**src/rtl/gcmp_pkg.sv**
```systemverilog
package gcmp_pkg;

  typedef struct packed {
    logic a;
    logic b;
  } msb_pair_t;

  // 1 when the top bits alone settle the comparison
  function automatic logic msbs_settle(msb_pair_t p);
    return p.a ^ p.b;
  endfunction

endpackage

```
**src/rtl/gcmp_rst_sync.sv**
```systemverilog
module gcmp_rst_sync #(
  parameter int STAGES = 2
) (
  input  logic clk,
  input  logic rst_n_async,
  output logic rst_n_sync
);

  logic [STAGES-1:0] chain_q;
  logic [STAGES-1:0] chain_nxt;

  always_comb begin
    chain_nxt = {chain_q[STAGES-2:0], 1'b1};
  end

  always_ff @(posedge clk or negedge rst_n_async) begin
    if (!rst_n_async) chain_q <= '0;
    else              chain_q <= chain_nxt;
  end

  assign rst_n_sync = chain_q[STAGES-1];

endmodule

```
**src/rtl/gcmp_msb_bank.sv**
```systemverilog
module gcmp_msb_bank
  import gcmp_pkg::*;
(
  input  logic      clk,
  input  logic      rst_n,
  input  msb_pair_t msb_d,
  output msb_pair_t msb_q
);

  msb_pair_t msb_nxt;

  always_comb begin
    msb_nxt = msb_d;
  end

  always_ff @(posedge clk or negedge rst_n) begin
    if (!rst_n) msb_q <= '0;
    else        msb_q <= msb_nxt;
  end

  // captures the top bits on every edge
  a_r2_msb_every_edge: assert property (@(posedge clk) disable iff (!rst_n)
    1'b1 |=> msb_q == $past(msb_d));

endmodule

```
**src/rtl/gcmp_low_bank.sv**
```systemverilog
module gcmp_low_bank #(
  parameter int LW = 15
) (
  input  logic                clk,
  input  logic                rst_n,
  input  logic                load_en,
  input  logic [1:0][LW-1:0]  low_d,
  output logic [1:0][LW-1:0]  low_q
);

  logic [1:0][LW-1:0] low_nxt;

  for (genvar op = 0; op < 2; op++) begin : g_operand
    always_comb begin
      low_nxt[op] = load_en ? low_d[op] : low_q[op];
    end

    always_ff @(posedge clk or negedge rst_n) begin
      if (!rst_n) low_q[op] <= '0;
      else        low_q[op] <= low_nxt[op];
    end
  end

  // gated bank holds while disabled
  a_r4_low_hold: assert property (@(posedge clk) disable iff (!rst_n)
    !load_en |=> $stable(low_q));

  // enabled bank captures the lower bits
  a_r3_low_capture: assert property (@(posedge clk) disable iff (!rst_n)
    load_en |=> low_q == $past(low_d));

endmodule

```
**src/rtl/gcmp_decide.sv**
```systemverilog
module gcmp_decide
  import gcmp_pkg::*;
#(
  parameter int LW      = 15,
  parameter bit OUT_REG = 1'b1
) (
  input  logic          clk,
  input  logic          rst_n,
  input  msb_pair_t     msb_q,
  input  logic [LW-1:0] a_low_q,
  input  logic [LW-1:0] b_low_q,
  output logic          gt
);

  logic gt_c;
  logic low_gt;

  always_comb begin
    low_gt = (a_low_q > b_low_q);
    gt_c   = msbs_settle(msb_q) ? msb_q.a : low_gt;
  end

  if (OUT_REG) begin : g_reg_out
    logic gt_q;
    logic gt_nxt;

    always_comb begin
      gt_nxt = gt_c;
    end

    always_ff @(posedge clk or negedge rst_n) begin
      if (!rst_n) gt_q <= 1'b0;
      else        gt_q <= gt_nxt;
    end

    assign gt = gt_q;

    // differing top bits decide the registered result
    a_r5_msb_verdict: assert property (@(posedge clk) disable iff (!rst_n)
      (msb_q.a != msb_q.b) |=> gt == $past(msb_q.a));

    // equal operands never report greater
    a_r6_equal_not_gt: assert property (@(posedge clk) disable iff (!rst_n)
      (msb_q.a == msb_q.b && a_low_q == b_low_q) |=> !gt);
  end else begin : g_comb_out
    assign gt = gt_c;

    // differing top bits decide the result
    a_r5_msb_verdict: assert property (@(posedge clk) disable iff (!rst_n)
      (msb_q.a != msb_q.b) |-> gt == msb_q.a);

    // equal operands never report greater
    a_r6_equal_not_gt: assert property (@(posedge clk) disable iff (!rst_n)
      (msb_q.a == msb_q.b && a_low_q == b_low_q) |-> !gt);
  end

endmodule

```
**src/rtl/msb_gated_comparator.sv**
```systemverilog
module msb_gated_comparator
  import gcmp_pkg::*;
#(
  parameter int WIDTH   = 16,
  parameter bit OUT_REG = 1'b1
) (
  input  logic             clk,
  input  logic             rst_n,
  input  logic [WIDTH-1:0] a_in,
  input  logic [WIDTH-1:0] b_in,
  output logic             a_gt_b,
  output logic             low_load_en
);

  localparam int LW = WIDTH - 1;

  logic               rst_n_sync;
  msb_pair_t          msb_in;
  msb_pair_t          msb_q;
  logic [1:0][LW-1:0] low_in;
  logic [1:0][LW-1:0] low_q;
  logic               load_en;

  always_comb begin
    msb_in.a  = a_in[WIDTH-1];
    msb_in.b  = b_in[WIDTH-1];
    low_in[0] = a_in[LW-1:0];
    low_in[1] = b_in[LW-1:0];
    load_en   = ~msbs_settle(msb_in);
  end

  assign low_load_en = load_en;

  gcmp_rst_sync #(.STAGES(2)) u_rst_sync (
    .clk        (clk),
    .rst_n_async(rst_n),
    .rst_n_sync (rst_n_sync)
  );

  gcmp_msb_bank u_msb_bank (
    .clk  (clk),
    .rst_n(rst_n_sync),
    .msb_d(msb_in),
    .msb_q(msb_q)
  );

  gcmp_low_bank #(.LW(LW)) u_low_bank (
    .clk    (clk),
    .rst_n  (rst_n_sync),
    .load_en(load_en),
    .low_d  (low_in),
    .low_q  (low_q)
  );

  gcmp_decide #(.LW(LW), .OUT_REG(OUT_REG)) u_decide (
    .clk    (clk),
    .rst_n  (rst_n_sync),
    .msb_q  (msb_q),
    .a_low_q(low_q[0]),
    .b_low_q(low_q[1]),
    .gt     (a_gt_b)
  );

endmodule

```
**config.mk**
```make
export PLATFORM = sky130hd
export DESIGN_NAME = msb_gated_comparator
export DESIGN_NICKNAME = d
export VERILOG_FILES = /design/src/rtl/gcmp_pkg.sv /design/src/rtl/gcmp_rst_sync.sv /design/src/rtl/gcmp_msb_bank.sv /design/src/rtl/gcmp_low_bank.sv /design/src/rtl/gcmp_decide.sv /design/src/rtl/msb_gated_comparator.sv
export SDC_FILE = /design/constraint.sdc
export NUM_CORES = 1
export LEC_CHECK = 0
export ABC_AREA = 0
export BUFFER_PORTS_ARGS = -buffer_cell sky130_fd_sc_hd__buf_2
export CELL_PAD_IN_SITES_DETAIL_PLACEMENT = 1
export CELL_PAD_IN_SITES_GLOBAL_PLACEMENT = 2
export CORE_UTILIZATION = 37
export DETAILED_ROUTE_END_ITERATION = 6
export GPL_TIMING_DRIVEN = 0
export HOLD_SLACK_MARGIN = 0.02
export PLACE_DENSITY = 0.92
export SYNTH_ARGS = -nofsm -noshare
export SYNTH_HDL_FRONTEND = slang
export SYNTH_SLANG_ARGS = --single-unit
```
**constraint.sdc**
```tcl
create_clock -name clk -period 3.8 [get_ports clk]
set_clock_uncertainty 0.2 [all_clocks]
set_input_delay 0.38 -clock clk [delete_from_list [all_inputs] [get_ports clk]]
set_output_delay 0.38 -clock clk [all_outputs]
set_load 0.05 [all_outputs]
```
---- After elaboration in Yosys (flattened, before gate mapping) ----
Cells that the tools add are included.
cells by class
  $add $sub $neg .......................... 0
  $mul .................................... 0
  div/mod/pow operators ................... 0
  order comparisons ....................... 1
  eq/ne operators ......................... 0
  shift operators ......................... 0
  multiplexer cells ....................... 1
  bitwise operators ....................... 3
  reduce and logical (&&, ||, !) cells .... 0
operator list
  kind                 number
  15-bit > comparator  1
  1-bit bitwise XOR    2
  1-bit 2-to-1 mux     1
  1-bit NOT            1
word-level totals
  register bits ........................... 35
  bits in latches ......................... 0
  RAM bits ................................ 0
  bits in read-only memories .............. 0
  input port bits ......................... 34
  output and inout bits ................... 2
  word-level logic and storage cells ...... 11
  memories ................................ 0

---- Depth between registers and ports, before layout ----
Gate-level depths: netlist of run 1.
  depth after elaboration ................. 2
  depth in mapped cells ................... 6
  gate-level depth less buffers ........... 6

---- By module ----
From an unflattened synthesis of run 1, not the netlist that was laid out.
second synthesis, totals
  cells, all modules ...................... 126
  area total of the unflattened synthesis .. 1778.0 um2
modules (own cells, without submodules)
  module                instances  cells each  area an instance (um2)
  gcmp_low_bank         1          63          1234.9
  gcmp_decide           1          57          430.4
  gcmp_rst_sync         1          3           53.8
  gcmp_msb_bank         1          2           50.0
  msb_gated_comparator  1          1           8.8

---- Worst setup path after synthesis of run 1 ----
OpenSTA, ideal clock, no wires.
  path kind ............................... input-to-output
  from .................................... input port b_in[15]
  to ...................................... output port low_load_en
  arrival ................................. 1.263 ns
  slack ................................... 1.957 ns
  cell stages on the path ................. 2
  cell sequence ........................... xnor2_4 > clkbuf_1
between the ends
  cells in the longest elaborated chain, start to end .. 2
RTL lines
  what               RTL line                    source
  from (decl)        msb_gated_comparator.sv:10  input logic [WIDTH-1:0] b_in,
  1-bit bitwise XOR  gcmp_pkg.sv:10              return p.a ^ p.b;
  1-bit NOT          msb_gated_comparator.sv:29  load_en = ~msbs_settle(msb_in);
  to (decl)          msb_gated_comparator.sv:12  output logic low_load_en
Every way passes these cells.

---- Worst setup path after layout of run 1 ----
Ends and elaborated chain as after synthesis.

==> impl_metrics.tcl, run 1 <==
set metrics [dict create \
    tightest_slew_ns 0.727 \
    finalInstanceArea_um2 2000 \
    drtIter0Drc 33 \
    leakage_nw 1.01 \
    critPathKind "input pin to output pin" \
    startpoint "b_in[15]" \
    synthCells 142 \
    grt_busiest_layer "met2" \
    yosysTopAreaCellShare_pct 52.9 \
    clock_path_buffers 2 \
    cts-root-buf "clkbuf_8" \
    path_clk_slew_ns 0.07 \
    viasPerCell 5.02 \
    synth_cell_types 24 \
    dr.pass1.iters 3 \
    cp.arrival_ns 1.67 \
    synthMuxAreaShare_pct 12.2 \
    clock_latency_ns 0.28 \
    peakVddDrop_mv 0.219 \
    final_common_cell "buf_2" \
    yosysTopAreaCell "dfrtp_1" \
    use_met1_pct 22.3 \
    insertedDiodeCount 0 \
    synth_compound_area_share_pct 8.47 \
    synth_nets 191 \
    wire_per_inst_um 15.5 \
    synth_xor_area_share_pct 1.66 \
    cap_violations 0 \
    rows 23 \
    drv_slew 0 \
    die_x_um 68.9 \
    drc 0 \
    yosysWarnings 0 \
    layout_min_cycle_time_ns 2.25 \
    dp_hpwl_um 2700 \
    gr-usage-all-layers_pct 18.2 \
    worstSetupEndpoint "low_load_en" \
    grt_max_degree 34 \
    synthArstFlopShare_pct 100 \
    final.setup.tns_ns 0 \
    synth_area_leaders "dfrtp_1, ha_1, mux2_4" \
    pin_count 36 \
    synth-edff-count 0 \
    setup_viol 0 \
    grt_pass1_wl_um 6020 \
    cts_buffers 5 \
    hold_violations 0 \
    wl_um 3650 \
    area_growth_pct 21.1 \
    post_cts_resized 0 \
    cts_sinks 35 \
    drive_above_1_share_pct 32.8 \
    r2r_cells 5 \
    place.port_buffers 35 \
    die-height_um 68.9 \
    end_kind "output pin" \
    syn-mean-instance-area_um2 11.7 \
    run_status "completed" \
    antenna_found_initial 0 \
    reg2reg_setup_slack_ns 1.93 \
    critPathMaxFanout 10 \
    hold_path_depth 1 \
    vias 1185 \
    cts_tree "done" \
    grt_use_met3_pct 5.10 \
    synth_top_family_by_area "multiplexers" \
    placed_cell_area_um2 1890 \
    use_met2_pct 30.3 \
    synthSimpleGateAreaFrac_pct 7.26 \
    synth_fa_ha_area_share_pct 11.9 \
    dieArea_um2 4750 \
    start_util_pct 39.9 \
    fmax_ghz 0.445 \
    min_path_type "input pin to flip-flop" \
    synth-seq-area-share_pct 52.9 \
    r2r-start "u_low_bank.low_q[14]" \
    period_share_pct 59.1 \
    place.gp.congestion 0.807 \
    relSlewSlack_pct 51.5 \
    globalRouteOverflowTotal 0 \
    final_cell_mix "buf_2, dfrtp_1, inv_1, nand2_1, o21ai_0" \
    powerDensity_nw_per_um2 488 \
    grt_pass1_vias 1316 \
    htreeDepth 2 \
    synth_seq_cells 35 \
    critPathLaunchType "input pin" \
    r2r_end "u_decide.gt" \
    ys.flop_type "dfrtp_1" \
    cp.required_ns 3.22 \
    nets 234 \
    rsz0062_at_grt "false" \
    syn_area_um2 1660 \
    coreArea_um2 4140 \
    postRouteAntennaNets 0 \
]
what timing repair did:
action | CTS | global route
buffers inserted | 0 | 0
endpoints found under the hold margin | 2 | 0
hold buffers | 1 | 0
cell families after synthesis:
kind of cell | count (synthesis)
other | 1
adders and majority gates | 16
muxes | 15
and+or+nand+nor | 27
AOI/OAI and AO/OA | 26
buffers and inverters | 21
DFF | 35
xor gates and xnor gates | 1
critical path, stage by stage:
cell and delay, ns:
buf_2 0.14, xnor2_4 0.36, clkbuf_1 0.43, buf_2 0.36
state kept, by name, indices dropped and copies added, names as in the netlist:
| register | count |
|---|---|
| u_decide.gt | 1 |
| u_low_bank.low_q | 30 |
| u_msb_bank.msb_q | 2 |
| u_rst_sync.chain_q | 2 |
layer usage:
layer / vias to the layer above / share of wire, %
met2: 20 / 53
met5: - / 0
met1: 592 / 43
met3: 6 / 3.4
li1: 567 / -
met4: 0 / 1.5
metrics by stage:
| stage | util [%] | instances | hold slack, ns | power [mW] | worst slack [ns] |
|---|---|---|---|---|---|
| 2_1_floorplan | - | 142 | -0.116 | 0.615 | 1.96 |
| 3_3_place_gp | 45.7 | 227 | -0.0342 | 0.675 | 1.60 |
| 3_5_place_dp | 45.7 | 227 | -0.0335 | 0.692 | 1.57 |
| 4_1_cts | 48.3 | 236 | 0.0770 | 0.989 | 1.57 |
| 5_1_grt | 48.4 | 236 | 0.0727 | 1.04 | 1.49 |
| 6_report | 48.4 | 236 | 0.0855 | 0.978 | 1.55 |
where the power goes:
part,switching [mW],internal (mW)
clock,0.126,0.165
sequential,0.0307,0.425
combinational,0.124,0.107
total,0.281,0.697
worst min-delay path by stage:
stage	to	slack [ns]	from
3_5_place_dp	u_rst_sync.chain_q[0]	-0.03	rst_n
4_1_cts	u_msb_bank.msb_q[1]	0.08	a_in[15]
5_1_grt	u_msb_bank.msb_q[0]	0.07	b_in[15]
2_1_floorplan	u_rst_sync.chain_q[0]	-0.12	rst_n
6_report	u_msb_bank.msb_q[1]	0.09	a_in[15]
3_3_place_gp	u_rst_sync.chain_q[0]	-0.03	rst_n
cell type report:
| type | instances | area (µm²) |
|---|---|---|
| fill | 484 | 2140 |
| tap | 50 | 62.6 |
| timing repair buffer | 36 | 185 |
| buffer | 4 | 23.8 |
| multi-input combinational | 86 | 692 |
| inverter | 17 | 63.8 |
| sequential | 35 | 877 |
| clock buffer | 8 | 100 |
cells in the mapped netlist, drive strengths merged (2+ instances only):
cell / count
mux2: 15
nand2: 17
clkbuf: 2
inv: 17
o21ai: 17
nor2: 2
nand4: 3
nand3: 2
dfrtp: 35
ha: 15
buf: 2
a21oi: 5
Note: power is estimated with default switching activity, not from simulation.
==> run 2: changes to the inputs <==
--- a/config.mk
+++ b/config.mk
@@ -5,15 +5,15 @@
 export SDC_FILE = /design/constraint.sdc
 export NUM_CORES = 1
 export LEC_CHECK = 0
-export ABC_AREA = 0
+export ABC_AREA = 1
 export BUFFER_PORTS_ARGS = -buffer_cell sky130_fd_sc_hd__buf_2
 export CELL_PAD_IN_SITES_DETAIL_PLACEMENT = 1
 export CELL_PAD_IN_SITES_GLOBAL_PLACEMENT = 2
-export CORE_UTILIZATION = 37
+export CORE_UTILIZATION = 33
 export DETAILED_ROUTE_END_ITERATION = 6
 export GPL_TIMING_DRIVEN = 0
 export HOLD_SLACK_MARGIN = 0.02
-export PLACE_DENSITY = 0.92
+export PLACE_DENSITY = 0.86
 export SYNTH_ARGS = -nofsm -noshare
 export SYNTH_HDL_FRONTEND = slang
 export SYNTH_SLANG_ARGS = --single-unit
==> constraint.sdc (replaced) <==
create_clock -name clk -period 2.2 [get_ports clk]
set_clock_uncertainty 0.2 [all_clocks]
set_input_delay 0.22 -clock clk [delete_from_list [all_inputs] [get_ports clk]]
set_output_delay 0.22 -clock clk [all_outputs]
set_load 0.05 [all_outputs]
==> impl_metrics.tcl, run 2 <==
set metrics [dict create \
    dp_hpwl_um 2530 \
    cts_hold_buf 33 \
    holdWs_ns 0.0359 \
    cts_tree "done" \
    grt_max_degree 34 \
    drv_slew 0 \
    netlist_top_cells_count "nand2_1, dfrtp_1, inv_1" \
    ys.flop_type "dfrtp_1" \
    hold_violations 0 \
    pin_count 36 \
    final_common_cell "nand2_1" \
    synth_area_leaders "dfrtp_1, ha_1, nand2_1" \
    layout_min_cycle_time_ns 1.91 \
    path_cells "buf_2, xnor2_4, clkbuf_1, buf_2" \
    share_comb_of_total_power_pct 25.6 \
    finalPower_mw 1.83 \
    relSlewSlack_pct 51.3 \
    synthMuxAreaShare_pct 11.8 \
    cts_sinks 35 \
    synth_seq_cells 35 \
    cp.arrival_ns 1.49 \
    synth_cell_types 16 \
    setup_viol 0 \
    r2r_cells 9 \
    synthCells 169 \
    area_growth_pct 40.9 \
    synthArstFlopShare_pct 100 \
    finalInstanceArea_um2 2420 \
    postRouteAntennaNets 0 \
    syn_area_um2 1720 \
    dr.pass1.iters 4 \
    critPathMaxFanout 10 \
    path_clk_slew_ns 0.07 \
    cap_violations 0 \
    wl_um 3830 \
    drc 0 \
    crit_top_cell "buf_2" \
    critPathBufInv 3 \
    cts_setup_buffers 0 \
    antenna_found_initial 0 \
    synth-edff-count 0 \
    clock_latency_ns 0.29 \
    yosysMostFrequentCell "nand2_1" \
    slowest_stage "clkbuf_1" \
    yosysTopAreaCellShare_pct 50.9 \
    synthSimpleGateAreaFrac_pct 11.9 \
    rows 25 \
    dieArea_um2 5510 \
    place.gp.congestion 0.691 \
    critPathLaunchType "input pin" \
    htreeDepth 2 \
    reg2reg_setup_slack_ns 0.60 \
    die_x_um 74.2 \
    crit_family "buffers and inverters" \
    p_seq_share_pct 42.8 \
    synth_nets 218 \
    cp.required_ns 1.78 \
    yosysTopAreaCell "dfrtp_1" \
    tightest_slew_ns 0.731 \
    syn-mean-instance-area_um2 10.2 \
    r2r_end "u_decide.gt" \
    yosysWarnings 0 \
    place.port_buffers 35 \
    critPathKind "input pin to output pin" \
    start_util_pct 35.3 \
    viasPerCell 4.29 \
    grt_pass1_vias 1463 \
    synth_xor_area_share_pct 1.60 \
    coreArea_um2 4880 \
    clkPwrFrac_pct 31.6 \
    synth_fa_ha_area_share_pct 10.9 \
    grt_pass1_wl_um 6470 \
    run_status "completed" \
    synth_top_family_by_area "simple AND/OR/NAND/NOR gates" \
    final_cell_mix "nand2_1, buf_2, dfrtp_1, dlygate4sd3_1, inv_1" \
    die-height_um 74.2 \
    drive_above_1_share_pct 25.3 \
    post_cts_resized 0 \
    cts_buffers 5 \
    final.setup.tns_ns 0 \
    powerDensity_nw_per_um2 755 \
    period_share_pct 86.8 \
    placed_cell_area_um2 1980 \
    switching_share_pct 28.9 \
    synth-seq-area-share_pct 50.9 \
    max_stage_delay_ns 0.42 \
    end_kind "output pin" \
    rsz0062_at_grt "false" \
    peakVddDrop_mv 0.399 \
    cts-root-buf "clkbuf_8" \
    min_path_type "input pin to async pin" \
    top_register "u_low_bank.low_q" \
    p_int_mw 1.30 \
    synth_compound_area_share_pct 5.82 \
    r2r-start "u_low_bank.low_q[14]" \
    fmax_ghz 0.524 \
    gr-usage-all-layers_pct 16.5 \
    largestRegisters "u_low_bank.low_q x30, u_msb_bank.msb_q x2, u_rst_sync.chain_q x2" \
    largest_reg_flops 30 \
    insertedDiodeCount 0 \
    nets 293 \
    globalRouteOverflowTotal 0 \
    clock_path_buffers 2 \
    leakage_nw 1.25 \
    wire_per_inst_um 12.3 \
    vias 1339 \
    drtIter0Drc 28 \
    p_switching_mw 0.528 \
]
[run 2: changes by cell type in the layout (fill, tap and decap cells not counted), sizes merged, moves of 2 or more]
cell	change
dlygate4sd3	+32
nand2	+26
inv	+8
nor2	+5
clkbuf	-3
nand4	-3
clkinv	+2
o21ai	-2
[run 2: cell type report]
class                      instances  area, µm²
buffer                             4       23.8
clock buffer                       5       68.8
clock inverter                     3       43.8
fill                             582       2460
inverter                          25       93.8
multi-input combinational        105        727
sequential                        35        877
tap                               67       83.8
timing repair buffer              68        505
[run 2: cell families (layout without fill, tap and decap cells)]
| logic type | Yosys count | after routing |
|---|---|---|
| muxes | 15 | 15 |
| and+or+nand+nor | 53 | 53 |
| other | 1 | 1 |
| AOI/OAI and AO/OA | 20 | 20 |
| DFF | 35 | 35 |
| adders and majority gates | 15 | 15 |
| buffers and inverters | 29 | 105 |
| xor gates and xnor gates | 1 | 1 |
[run 2: metal layers]
layer	wire (µm)	vias to the layer above	GRT usage (%)
li1	-	681	-
met4	59	0	6.41
met2	1950	25	29.5
met1	1690	628	18.9
met5	0	-	0
met3	126	5	4.07
[run 2: per-stage QoR]
stage                     util, %  cells  setup slack [ns]
after global placement       40.6    271             0.270
final                        49.7    312             0.291
after floorplan                 -    169             0.600
after CTS                    49.6    312             0.269
after detailed placement     40.6    271             0.274
after global routing         49.7    312             0.203
[run 2: power groups by stage]
stage                     registers, mW  clock network (mW)  logic, mW
after floorplan                   0.799                   0      0.299
after global placement            0.793                   0      0.417
after detailed placement          0.798                   0      0.427
after CTS                         0.786               0.594      0.477
after global routing              0.796               0.615      0.545
final                             0.783               0.577      0.468
[run 2: worst max-delay path by stage]
stage | from | end | slack (ns) | cells past startpoint
finish | b_in[15] | low_load_en | 0.29 | 4
global route | b_in[15] | low_load_en | 0.20 | 4
CTS | b_in[15] | low_load_en | 0.27 | 4
detailed placement | b_in[15] | low_load_en | 0.27 | 4
global placement | b_in[15] | low_load_en | 0.27 | 4
floorplan | b_in[15] | u_low_bank.low_q[0] | 0.60 | 3
[run 2: worst register-to-register path, delay by kind of cell, from the launching register on]
kind,cells,cell delay [ns]
and+or+nand+nor,8,0.68
DFF,1,0.38
adders and majority gates,1,0.29
